[config.mk]
export PLATFORM = sky130hd
export DESIGN_NAME = keyed_watchdog
export DESIGN_NICKNAME = d
export VERILOG_FILES = /design/src/rtl/keyed_watchdog_pkg.sv /design/src/rtl/wd_key_gate.sv /design/src/rtl/wd_down_counter.sv /design/src/rtl/wd_escalate.sv /design/src/rtl/keyed_watchdog.sv
export SDC_FILE = /design/constraint.sdc
export NUM_CORES = 1
export LEC_CHECK = 0
export ABC_AREA = 1
export BUFFER_PORTS_ARGS = -buffer_cell sky130_fd_sc_hd__buf_2
export CELL_PAD_IN_SITES_DETAIL_PLACEMENT = 0
export CELL_PAD_IN_SITES_GLOBAL_PLACEMENT = 1
export CORE_MARGIN = 2
export CORE_UTILIZATION = 35
export CTS_BUF_LIST = sky130_fd_sc_hd__clkbuf_8 sky130_fd_sc_hd__clkbuf_16
export DETAILED_ROUTE_END_ITERATION = 12
export PLACE_DENSITY = 0.93
export SLEW_MARGIN = 30
export SYNTH_ARGS = -nofsm -noshare
export SYNTH_HDL_FRONTEND = slang
export SYNTH_SLANG_ARGS = --single-unit
[constraint.sdc]
create_clock -name clk -period 3.82 [get_ports clk]
set_clock_uncertainty 0.15 [all_clocks]
set_input_delay 0.382 -clock clk [delete_from_list [all_inputs] [get_ports clk]]
set_output_delay 0.382 -clock clk [all_outputs]
set_load 0.1 [all_outputs]
[src/rtl/keyed_watchdog_pkg.sv]
package keyed_watchdog_pkg;
  typedef enum logic {
    STG_ARMED = 1'b0,
    STG_GRACE = 1'b1
  } stage_e;
endpackage

[src/rtl/wd_key_gate.sv]
module wd_key_gate #(
  parameter int DATA_W  = 32,
  parameter int KEY_W   = 7,
  parameter int KEY_LSB = 9,
  parameter int CMD_BIT = 8
) (
  input  logic              clk,
  input  logic              rst,
  input  logic              wr_en,
  input  logic [DATA_W-1:0] wr_data,
  output logic              accept,
  output logic [DATA_W-1:0] ctrl_q
);
  logic             armed;
  logic [KEY_W-1:0] want_key;

  assign armed    = ctrl_q[CMD_BIT];
  assign want_key = ~ctrl_q[KEY_LSB +: KEY_W];
  assign accept   = wr_en && (!armed || (wr_data[KEY_LSB +: KEY_W] == want_key));

  always_ff @(posedge clk) begin
    if (rst) ctrl_q <= '0;
    else if (accept) ctrl_q <= wr_data;
  end

  // a write that fails the key check leaves the stored word untouched
  assert_reject_keeps_ctrl_R3: assert property (@(posedge clk) disable iff (rst)
    (wr_en && !accept) |=> $stable(ctrl_q));
  // while the watchdog is not armed, every write lands
  assert_unarmed_write_lands_R2: assert property (@(posedge clk) disable iff (rst)
    (wr_en && !ctrl_q[CMD_BIT]) |=> (ctrl_q == $past(wr_data)));
endmodule

[src/rtl/wd_down_counter.sv]
module wd_down_counter #(
  parameter int FIELD_W = 8,
  parameter int GRACE   = 1,
  localparam int CNT_W  = FIELD_W + 1
) (
  input  logic               clk,
  input  logic               rst,
  input  logic               load,
  input  logic [FIELD_W-1:0] load_field,
  input  logic               load_run,
  input  logic               tick_en,
  input  logic               in_grace,
  output logic               expire,
  output logic [CNT_W-1:0]   cnt_q
);
  localparam logic [CNT_W-1:0] FULL_CNT  = CNT_W'(1) << FIELD_W;
  localparam logic [CNT_W-1:0] GRACE_CNT = CNT_W'(GRACE);

  logic run_q;

  assign expire = run_q && tick_en && !load && (cnt_q <= CNT_W'(1));

  always_ff @(posedge clk) begin
    if (rst) begin
      cnt_q <= '0;
      run_q <= 1'b0;
    end else if (load) begin
      cnt_q <= (load_field == '0) ? FULL_CNT : {1'b0, load_field};
      run_q <= load_run;
    end else if (expire) begin
      if (!in_grace) begin
        cnt_q <= GRACE_CNT;
      end else begin
        cnt_q <= '0;
        run_q <= 1'b0;
      end
    end else if (run_q && tick_en) begin
      cnt_q <= cnt_q - CNT_W'(1);
    end
  end

  // a stopped counter, or a cycle with no tick, holds the count
  assert_hold_without_tick_R6: assert property (@(posedge clk) disable iff (rst)
    (!load && (!run_q || !tick_en)) |=> $stable(cnt_q));
  // an empty count field becomes the full range
  assert_zero_field_full_R4: assert property (@(posedge clk) disable iff (rst)
    (load && load_field == '0) |=> (cnt_q == FULL_CNT));
endmodule

[src/rtl/wd_escalate.sv]
module wd_escalate
  import keyed_watchdog_pkg::*;
(
  input  logic clk,
  input  logic rst,
  input  logic service,
  input  logic expire,
  output logic in_grace,
  output logic nmi_q,
  output logic reset_req_q
);
  stage_e stage_q;

  assign in_grace = (stage_q == STG_GRACE);

  always_ff @(posedge clk) begin
    if (rst) begin
      stage_q     <= STG_ARMED;
      nmi_q       <= 1'b0;
      reset_req_q <= 1'b0;
    end else begin
      reset_req_q <= expire && in_grace;
      if (service) begin
        stage_q <= STG_ARMED;
        nmi_q   <= 1'b0;
      end else if (expire && !in_grace) begin
        stage_q <= STG_GRACE;
        nmi_q   <= 1'b1;
      end
    end
  end

  // the reset request never lasts two cycles
  assert_reset_pulse_R8: assert property (@(posedge clk) disable iff (rst)
    reset_req_q |=> !reset_req_q);
  // service drops the interrupt
  assert_service_clears_nmi_R9: assert property (@(posedge clk) disable iff (rst)
    service |=> !nmi_q);
  // the first expiry raises the interrupt
  assert_first_expiry_nmi_R7: assert property (@(posedge clk) disable iff (rst)
    (expire && !in_grace) |=> nmi_q);
endmodule

[src/rtl/keyed_watchdog.sv]
module keyed_watchdog #(
  parameter int DATA_W  = 32,
  parameter int KEY_W   = 7,
  parameter int KEY_LSB = 9,
  parameter int CMD_BIT = 8,
  parameter int FIELD_W = 8,
  parameter int GRACE   = 1,
  localparam int CNT_W  = FIELD_W + 1
) (
  input  logic              clk,
  input  logic              rst,
  input  logic              wr_en,
  input  logic [DATA_W-1:0] wr_data,
  input  logic              tick_en,
  output logic              nmi,
  output logic              reset_req,
  output logic [DATA_W-1:0] ctrl_value,
  output logic [CNT_W-1:0]  count_value
);
  logic accept;
  logic expire;
  logic in_grace;

  wd_key_gate #(
    .DATA_W(DATA_W), .KEY_W(KEY_W), .KEY_LSB(KEY_LSB), .CMD_BIT(CMD_BIT)
  ) u_gate (
    .clk(clk), .rst(rst), .wr_en(wr_en), .wr_data(wr_data),
    .accept(accept), .ctrl_q(ctrl_value)
  );

  wd_down_counter #(
    .FIELD_W(FIELD_W), .GRACE(GRACE)
  ) u_cnt (
    .clk(clk), .rst(rst), .load(accept), .load_field(wr_data[FIELD_W-1:0]),
    .load_run(wr_data[CMD_BIT]), .tick_en(tick_en), .in_grace(in_grace),
    .expire(expire), .cnt_q(count_value)
  );

  wd_escalate u_esc (
    .clk(clk), .rst(rst), .service(accept), .expire(expire),
    .in_grace(in_grace), .nmi_q(nmi), .reset_req_q(reset_req)
  );

  // a tick in the same cycle as an accepted write does not count
  assert_write_beats_tick_R10: assert property (@(posedge clk) disable iff (rst)
    (accept && tick_en) |=> (!nmi && !reset_req));
endmodule

==> results of run 1 <==
synthesized netlist by cell type, drive strengths merged:
cell type  number
xnor2           2
ha              2
nand4           2
nor3            3
nor4            2
nor2           69
nand3          10
xor2            6
dfxtp          44
inv            27
a21oi          17
o21ai          29
nand2          55
buf             9
clkbuf          3
worst paths after layout:
kind / end / start / depth (start not counted)
worst max-delay path: u_cnt.cnt_q[2]$_SDFFE_PP0P_ / u_gate.ctrl_q[13]$_SDFFE_PP0N_ / 13
worst min-delay path: u_gate.ctrl_q[23]$_SDFFE_PP0N_ / wr_data[23] / 3
worst max register to register: u_cnt.cnt_q[2]$_SDFFE_PP0P_ / u_gate.ctrl_q[13]$_SDFFE_PP0N_ / 13
worst min register to register: u_gate.ctrl_q[5]$_SDFFE_PP0N_ / u_gate.ctrl_q[5]$_SDFFE_PP0N_ / 2
logic make-up (layout without fill, tap and decap cells):
logic type | after synthesis | in the layout | share of synthesized area, %
fa+ha+maj | 2 | 2 | 1.26
simple gates | 141 | 141 | 29.1
buf+inv | 39 | 113 | 9.90
xor+xnor | 8 | 8 | 3.53
flops | 44 | 44 | 44.4
compound gates | 46 | 46 | 11.8
sequential cells by signal, summed over array words and instances (netlist names):
register,cells
u_cnt.run_q,1
u_gate.ctrl_q,32
u_esc.reset_req_q,1
u_esc.nmi_q,1
u_cnt.cnt_q,9
critical path, cell delays in order (launching register included):
cell     delay, ps
dfxtp_1        350
inv_1           60
nand2_1         50
nand2_1         50
nand2_1         70
nor2_1          40
nand2_1         60
nand2_1         50
nand2_2         70
buf_4          400
nand3_4        190
nor2_1         130
nor2_1          60
nor2_1          80
area by class of cell:
cell class              instances  area, um^2
clock inverters                 2        12.5
multi-input cells             197         907
flip-flops and latches         44         881
inverters                      27         101
fillers                       587        3050
repair buffers                 79         398
clock buffers                   5        68.8
well taps                      72        90.1
stage by stage:
| step | area [um^2] | setup WS [ps] | utilization (%) | std cells | hold WS (ps) |
|---|---|---|---|---|---|
| 6_report | 2460 | 1940 | 44.6 | 426 | 167 |
| 5_1_grt | 2460 | 1660 | 44.6 | 426 | 173 |
| 4_1_cts | 2460 | 1910 | 44.6 | 426 | 152 |
| 3_5_place_dp | 2380 | 1810 | 43.2 | 419 | 307 |
| 3_3_place_gp | 2380 | 1810 | 43.2 | 419 | 303 |
| 2_1_floorplan | 1980 | 1520 | - | 280 | 361 |
layer usage:
layer | GRT usage, % | vias up | share of wire [%]
met5 | 0 | - | 0
met4 | 6.55 | 0 | 1.3
met3 | 4.09 | 8 | 7.3
met2 | 24.6 | 56 | 44
met1 | 19.7 | 816 | 48
li1 | - | 1018 | -
power by group:
part | leakage [nW] | internal [W] | switching, W
clock network | 0.0400 | 0.000124 | 0.000154
registers | 0.363 | 0.000491 | 0.0000218
logic | 0.858 | 0.0000793 | 0.000332
==> metrics.md, run 1 <==
| Metric | Value |
|---|---|
| Setup CP Type | `flop to flop` |
| Final hold violations | `0` |
| Post-CTS Resized | `0` |
| Clock slew at reported path FFs | `80 ps` |
| Avg Inst Size Synth | `7.09 um^2` |
| Nets@finish | `392` |
| Top post-synthesis cells by area | `dfxtp_1, nor2_1, nand2_1, inv_1, a21oi_1` |
| DIE AREA | `6290 um^2` |
| Initial DRC Count | `43` |
| Total of max-cap violations | `0` |
| Max Freq | `531 MHz` |
| R2R Setup Slk | `1940 ps` |
| Period utilisation layout | `49.3%` |
| Die H | `79.3 um` |
| CP max FO | `47` |
| Final Power | `0.00120 W` |
| Count of cell types in the netlist | `24` |
| DRC | `0` |
| Avg Vias per Cell | `4.46` |
| Routability cong. | `0.827` |
| Setup TNS | `0 ps` |
| Total GRT Usage | `15.4%` |
| H-tree depth | `2` |
| Commonest non-fill, non-tap cell in the layout | `buf_2` |
| Standard-cell rows | `27` |
| Worst Hold Class | `input pin to flop` |
| Top-level port count | `79` |
| IO buf count | `78` |
| Largest net degree at the start of global routing | `48` |
| Starting Density | `36.0%` |
| Sequential cell area fraction in the yosys report | `44.4%` |
| CTS tree | `yes` |
| PwrDens | `489 nW/um^2` |
| Leading area contributor after synthesis | `dfxtp_1` |
| Synth Register Bits | `44` |
| GRT Residual Overflow | `0` |
| RSZ-0062 raised after global routing | `no` |
| Worst slew pin tran | `587 ps` |
| # setup viols final | `0` |
| CP Launch Type | `flop` |
| Share of the synthesized area in the top cell type | `44.4%` |
| Leak Pwr | `1.26 nW` |
| Via count | `1898` |
| Vias in the first global route | `1716` |
| Core Box Area | `5510 um^2` |
| Clock root cell | `clkbuf_8` |
| CP Data Arrival Time | `1970 ps` |
| Critical Path RT | `3900 ps` |
| Relative slew slack | `60.9%` |
| # diodes | `0` |
| Hold_buf cts | `0` |
| Post-CTS Setup Inserts | `0` |
| DRT antenna net count | `0` |
| Mapped Area | `1980 um^2` |
| Layout area overhead | `23.9%` |
| Status | `finished clean` |
| Worst skew pair latency | `300 ps` |
| Post-Synthesis Cells | `280` |
| Syn nets | `318` |
| Post-DP HPWL | `3410 um` |
| Share of cells above drive strength 1 | `26.0%` |
| First-pass GRT wire length | `7710 um` |
| Peak supply drop | `0.000177 V` |
| CTS Buffer Depth | `2` |
| Mean routed wirelength per cell | `10.9 um` |
| Critical Path Sink Type | `flop` |
| Routed WL | `4630 um` |
| Drt pass-1 iters | `4` |
| Die width | `79.3 um` |
| Slew Limit Fails | `0` |
| Commonest cells after routing, fill and taps aside | `buf_2, nor2_1, nand2_1, dfxtp_1, inv_1` |
| Sink Count | `44` |
| Syn. warnings | `0` |
| Fin crit period | `1880 ps` |
| Num CTS Buffers | `5` |
| Initial antenna violation count | `0` |
(Power assumes the default switching activity.)
==> run 2, diff against run 1 <==
- CORE_UTILIZATION: 35 -> 33
- PLACE_DENSITY: 0.93 -> 0.89
- clock period: 3.82 -> 1.95 ns (I/O delays scaled with it)
==> run 2 against run 1 <==
  * Critical path depth did not move
  * Maximum frequency rose by 11%
  * Clock-buffer cell count rose by 1
  * Cell count rose by 4.7%
  * Critical path type unchanged
  * Setup slack got worse by 1700 ps
  * Cell area rose by 7.7%
  * Total power rose by 100%
  * Core utilization rose by 0.62 points
  * First-iteration DRC count fell by 19%
  * Critical endpoint is now u_cnt.cnt_q[1]$_SDFFE_PP0P_
==> metrics.md, run 2 (same netlist as run 1, synthesis figures left out) <==
| Metric | Value |
|---|---|
| CTS Buffer Depth | `2` |
| Sink Count | `44` |
| Fillers | `623` |
| Worst Hold Class | `input pin to flop` |
| Initial DRC Count | `35` |
| Starting Density | `33.9%` |
| Status | `finished clean` |
| # diodes | `0` |
| GRT Residual Overflow | `0` |
| Num CTS Buffers | `5` |
| PwrDens | `925 nW/um^2` |
| Reg with most FFs | `u_gate.ctrl_q` |
| Peak supply drop | `0.000362 V` |
| Area of the multi-input gates | `907 um^2` |
| DIE AREA | `6650 um^2` |
| Worst slew pin tran | `695 ps` |
| Top-level port count | `79` |
| DRT antenna net count | `0` |
| Post-DP HPWL | `3780 um` |
| Slew Limit Fails | `0` |
| Setup CP Type | `flop to flop` |
| Routed WL | `5220 um` |
| Commonest non-fill, non-tap cell in the layout | `buf_2` |
| Worst skew pair latency | `300 ps` |
| Total of max-cap violations | `0` |
| Hold_ws | `4.93 ps` |
| Relative slew slack | `53.6%` |
| DRC | `0` |
| Post-CTS Setup Inserts | `0` |
| CP Data Arrival Time | `1770 ps` |
| IO buf count | `78` |
| Layout area overhead | `33.5%` |
| Leak Pwr | `1.34 nW` |
| Total GRT Usage | `16.6%` |
| Standard-cell rows | `28` |
| Drt pass-1 iters | `4` |
| Fin crit period | `1690 ps` |
| Vias in the first global route | `1947` |
| Number of flip-flops in the largest register | `32` |
| Area occupied by registers | `900 um^2` |
| Final hold violations | `0` |
| CP max FO | `19` |
| Max Freq | `591 MHz` |
| Core Box Area | `5850 um^2` |
| CTS tree | `yes` |
| Routability cong. | `0.839` |
| Clock root cell | `clkbuf_8` |
| Clock slew at reported path FFs | `90 ps` |
| Commonest cells after routing, fill and taps aside | `buf_2, nor2_1, nand2_1, dfxtp_1, inv_1` |
| Setup TNS | `0 ps` |
| Nets@finish | `408` |
| Critical Path Sink Type | `flop` |
| Top Registers | `u_gate.ctrl_q (32), u_cnt.cnt_q (9)` |
| # setup viols final | `0` |
| Die width | `81.5 um` |
| Largest net degree at the start of global routing | `25` |
| Share of cells above drive strength 1 | `29.6%` |
| Mean routed wirelength per cell | `11.7 um` |
| CP Launch Type | `flop` |
| Critical Path RT | `2030 ps` |
| Initial antenna violation count | `0` |
| Die H | `81.5 um` |
| Via count | `1997` |
| Avg Vias per Cell | `4.48` |
| First-pass GRT wire length | `8470 um` |
| H-tree depth | `2` |
| RSZ-0062 raised after global routing | `no` |
| Fin util | `45.3%` |
| Period utilisation layout | `86.8%` |
run 2: changes by cell type in the layout (fill, tap and decap cells not counted):
cell,previous run,this run
buf_4,1,4
clkinv_2,1,0
inv_1,25,26
inv_4,0,1
inv_2,2,1
dlygate4sd3_1,0,13
dfxtp_1,44,29
dfxtp_2,0,15
clkbuf_8,5,6
run 2: path summary, 6_finish.rpt:
kind,cells after the start,start,endpoint,slack [ps]
worst min-delay path,3,wr_data[29],u_gate.ctrl_q[29]$_SDFFE_PP0N_,5
worst min register to register,2,u_gate.ctrl_q[0]$_SDFFE_PP0N_,u_gate.ctrl_q[0]$_SDFFE_PP0N_,320
worst max-delay path,13,u_gate.ctrl_q[13]$_SDFFE_PP0N_,u_cnt.cnt_q[1]$_SDFFE_PP0P_,260
worst max register to register,13,u_gate.ctrl_q[13]$_SDFFE_PP0N_,u_cnt.cnt_q[1]$_SDFFE_PP0P_,260
run 2: layout make-up:
class	instances	share of cell area, %
clock buffer	6	3.12
clock inverter	2	0.425
sequential	44	34.0
multi-input combinational	197	34.2
inverter	27	3.92
timing repair buffer	95	20.8
tap	75	3.54
run 2: worst max-delay path, stage by stage (launching register included):
cell     delay (ps)
dfxtp_2         340
inv_1            50
nand2_1          50
nand2_1          50
nand2_1          70
nor2_1           40
nand2_1          60
nand2_1          50
nand2_2         100
buf_4           260
nand3_4         150
nor2_1          120
nor2_1           50
nor2_1           90
run 2: power breakdown:
| group | switching (W) | leakage, nW | internal, W |
|---|---|---|---|
| clock | 0.000319 | 0.0486 | 0.000283 |
| combinational | 0.000662 | 0.927 | 0.000179 |
| sequential | 0.0000418 | 0.369 | 0.000967 |
| total | 0.00102 | 1.34 | 0.00143 |
run 2: timing repair:
item | in CTS | in global routing
setup endpoints to repair | 0 | 15
gates resized for setup | 0 | 2
endpoints found under the hold margin | 13 | 0
hold buffers | 13 | 0
run 2: per-layer routing:
metal / wire (um) / part of all wire, % / vias to the layer above / global-route usage [%]
met2: 2590 / 49 / 58 / 29.3
met4: 94 / 1.8 / 0 / 7.29
met3: 294 / 5.6 / 9 / 3.52
met5: 0 / 0 / - / 0
met1: 2250 / 43 / 878 / 19.2
li1: - / - / 1052 / -
run 2: through the flow:
| step | total power, W | area (um^2) | cells | setup slack, ps |
|---|---|---|---|---|
| 6_report | 0.00245 | 2650 | 446 | 258 |
| 3_3_place_gp | 0.00185 | 2420 | 425 | 205 |
| 5_1_grt | 0.00259 | 2650 | 446 | 33.8 |
| 2_1_floorplan | 0.00171 | 2000 | 280 | 6.15 |
| 4_1_cts | 0.00249 | 2650 | 446 | 174 |
| 3_5_place_dp | 0.00185 | 2420 | 425 | 192 |
==> run 3, diff against run 2 <==
- ABC_CLOCK_PERIOD_IN_PS: default -> 1950
- PLACE_DENSITY: 0.89 -> 0.85
==> run 3 against run 2 <==
  * The run now ends with negative hold slack left
  * Setup slack got worse by 120 ps
  * Via count increased by 1.2%
  * Critical path depth decreased by 2
  * Combinational power increased by 2%
  * Clock power increased by 20%
  * Die area unchanged
  * Global-route usage decreased by 1.4 points
  * Core utilization increased by 1.1 points
  * Sequential power about the same
  * Cell count increased by 0.22%
  * Sequential cell count unchanged
  * Largest power group unchanged
==> metrics.md, run 3 (same netlist as run 1, synthesis figures left out) <==
| Metric | Value |
|---|---|
| Status | `finished with violations` |
| Failing checks | `negative hold slack` |
| PwrDens | `953 nW/um^2` |
| DRT antenna net count | `0` |
| Worst Hold Class | `input pin to flop` |
| Initial antenna violation count | `0` |
| Worst skew pair latency | `300 ps` |
| Critical Path Sink Type | `flop` |
| Period utilisation layout | `93.0%` |
| Max Freq | `552 MHz` |
| Setup TNS | `0 ps` |
| Die H | `81.5 um` |
| # diodes | `0` |
| Top Registers | `u_gate.ctrl_q (32), u_cnt.cnt_q (9)` |
| Total of max-cap violations | `0` |
| Num CTS Buffers | `5` |
| First-pass GRT wire length | `7890 um` |
| Fillers | `602` |
| Total GRT Usage | `15.2%` |
| Commonest non-fill, non-tap cell in the layout | `buf_2` |
| Core Box Area | `5850 um^2` |
| # setup viols final | `0` |
| Die width | `81.5 um` |
| Worst slew pin tran | `676 ps` |
| H-tree depth | `2` |
| Via count | `2021` |
| Number of flip-flops in the largest register | `32` |
| Standard-cell rows | `28` |
| Layout area overhead | `36.7%` |
| Top-level port count | `79` |
| Slew Limit Fails | `0` |
| CP Data Arrival Time | `1900 ps` |
| Peak supply drop | `0.000428 V` |
| CP max FO | `18` |
| CP Launch Type | `input pin` |
| Relative slew slack | `54.9%` |
| CTS tree | `yes` |
| Clock root cell | `clkbuf_8` |
| Starting Density | `33.9%` |
| DRC | `0` |
| Leak Pwr | `1.37 nW` |
| Fin crit period | `1810 ps` |
| Final hold violations | `1` |
| CTS Buffer Depth | `2` |
| Routability cong. | `0.865` |
| Hold_ws | `-0.401 ps` |
| Avg Vias per Cell | `4.52` |
| Mean routed wirelength per cell | `11.4 um` |
| Sink Count | `44` |
| GRT Residual Overflow | `0` |
| Largest net degree at the start of global routing | `26` |
| Clock slew at reported path FFs | `90 ps` |
| Initial DRC Count | `62` |
| IO buf count | `78` |
| Post-DP HPWL | `3610 um` |
| Nets@finish | `409` |
| Setup CP Type | `input pin to flop` |
| Vias in the first global route | `1778` |
| Drt pass-1 iters | `4` |
| Share of cells above drive strength 1 | `30.1%` |
| DIE AREA | `6650 um^2` |
| Reg with most FFs | `u_gate.ctrl_q` |
| Critical Path RT | `2040 ps` |
| R2R Setup Slk | `270 ps` |
| Routed WL | `5090 um` |
| Commonest cells after routing, fill and taps aside | `buf_2, nor2_1, nand2_1, dfxtp_1, inv_1` |
run 3: cell types whose count changed in the layout (fill, tap and decap cells not counted), sizes merged:
| cell | change |
|---|---|
| bufinv | +1 |
run 3: cell type report:
| cell class | instances | area [um^2] | share of cell area (%) |
|---|---|---|---|
| tap | 75 | 93.8 | 3.46 |
| clock inverter | 3 | 46.3 | 1.71 |
| clock buffer | 5 | 68.8 | 2.54 |
| inverter | 27 | 104 | 3.83 |
| multi-input combinational | 197 | 912 | 33.6 |
| timing repair buffer | 96 | 588 | 21.7 |
| sequential | 44 | 900 | 33.2 |
run 3: path summary, 6_finish.rpt:
| check | startpoint | end | depth (start not counted) |
|---|---|---|---|
| setup / recovery | wr_data[12] | u_gate.ctrl_q[29]$_SDFFE_PP0N_ | 11 |
| hold / removal | wr_data[17] | u_gate.ctrl_q[17]$_SDFFE_PP0N_ | 3 |
| setup reg to reg | u_gate.ctrl_q[9]$_SDFFE_PP0N_ | u_gate.ctrl_q[29]$_SDFFE_PP0N_ | 12 |
| hold reg to reg | u_gate.ctrl_q[7]$_SDFFE_PP0N_ | u_gate.ctrl_q[7]$_SDFFE_PP0N_ | 2 |
run 3: critical path: stages:
cell and delay [ps]:
dlygate4sd3_1 550, buf_2 140, xnor2_1 120, nor2_1 100, nand2_1 50, nand2_1 90
nand2_4 100, inv_4 180, buf_4 220, nor2_1 50, nor2_1 100
run 3: layer usage:
metal / up-vias / share of wire, % / routed length, um / global-route usage [%]
li1: 1059 / - / - / -
met1: 899 / 48 / 2430 / 19.5
met2: 61 / 44 / 2260 / 24.8
met3: 2 / 7.5 / 379 / 4.62
met4: 0 / 0.37 / 19 / 4.07
met5: - / 0 / 0 / 0
run 3: timing repair:
| action | in CTS | in global routing |
|---|---|---|
| setup buffers | 0 | 0 |
| hold buffers | 13 | 0 |
| endpoints found under the setup margin | 0 | 18 |
| endpoints found under the hold margin | 13 | 0 |
| resized for setup | 0 | 9 |
run 3: stage by stage:
stage          cell area [um^2]  power, W  instances  worst slack [ps]  util [%]
2_1_floorplan              2000   0.00171        280              6.15         -
3_3_place_gp               2420   0.00184        425               267      41.4
3_5_place_dp               2420   0.00185        425               231      41.4
4_1_cts                    2670   0.00260        446              39.4      45.6
5_1_grt                    2710   0.00271        447             -4.00      46.4
6_report                   2710   0.00258        447               137      46.4
run 3: where the power goes:
| part | switching (W) | internal [W] |
|---|---|---|
| Combinational | 0.000666 | 0.000190 |
| Sequential | 0.0000406 | 0.000967 |
| Clock | 0.000336 | 0.000386 |
| Total | 0.00104 | 0.00154 |
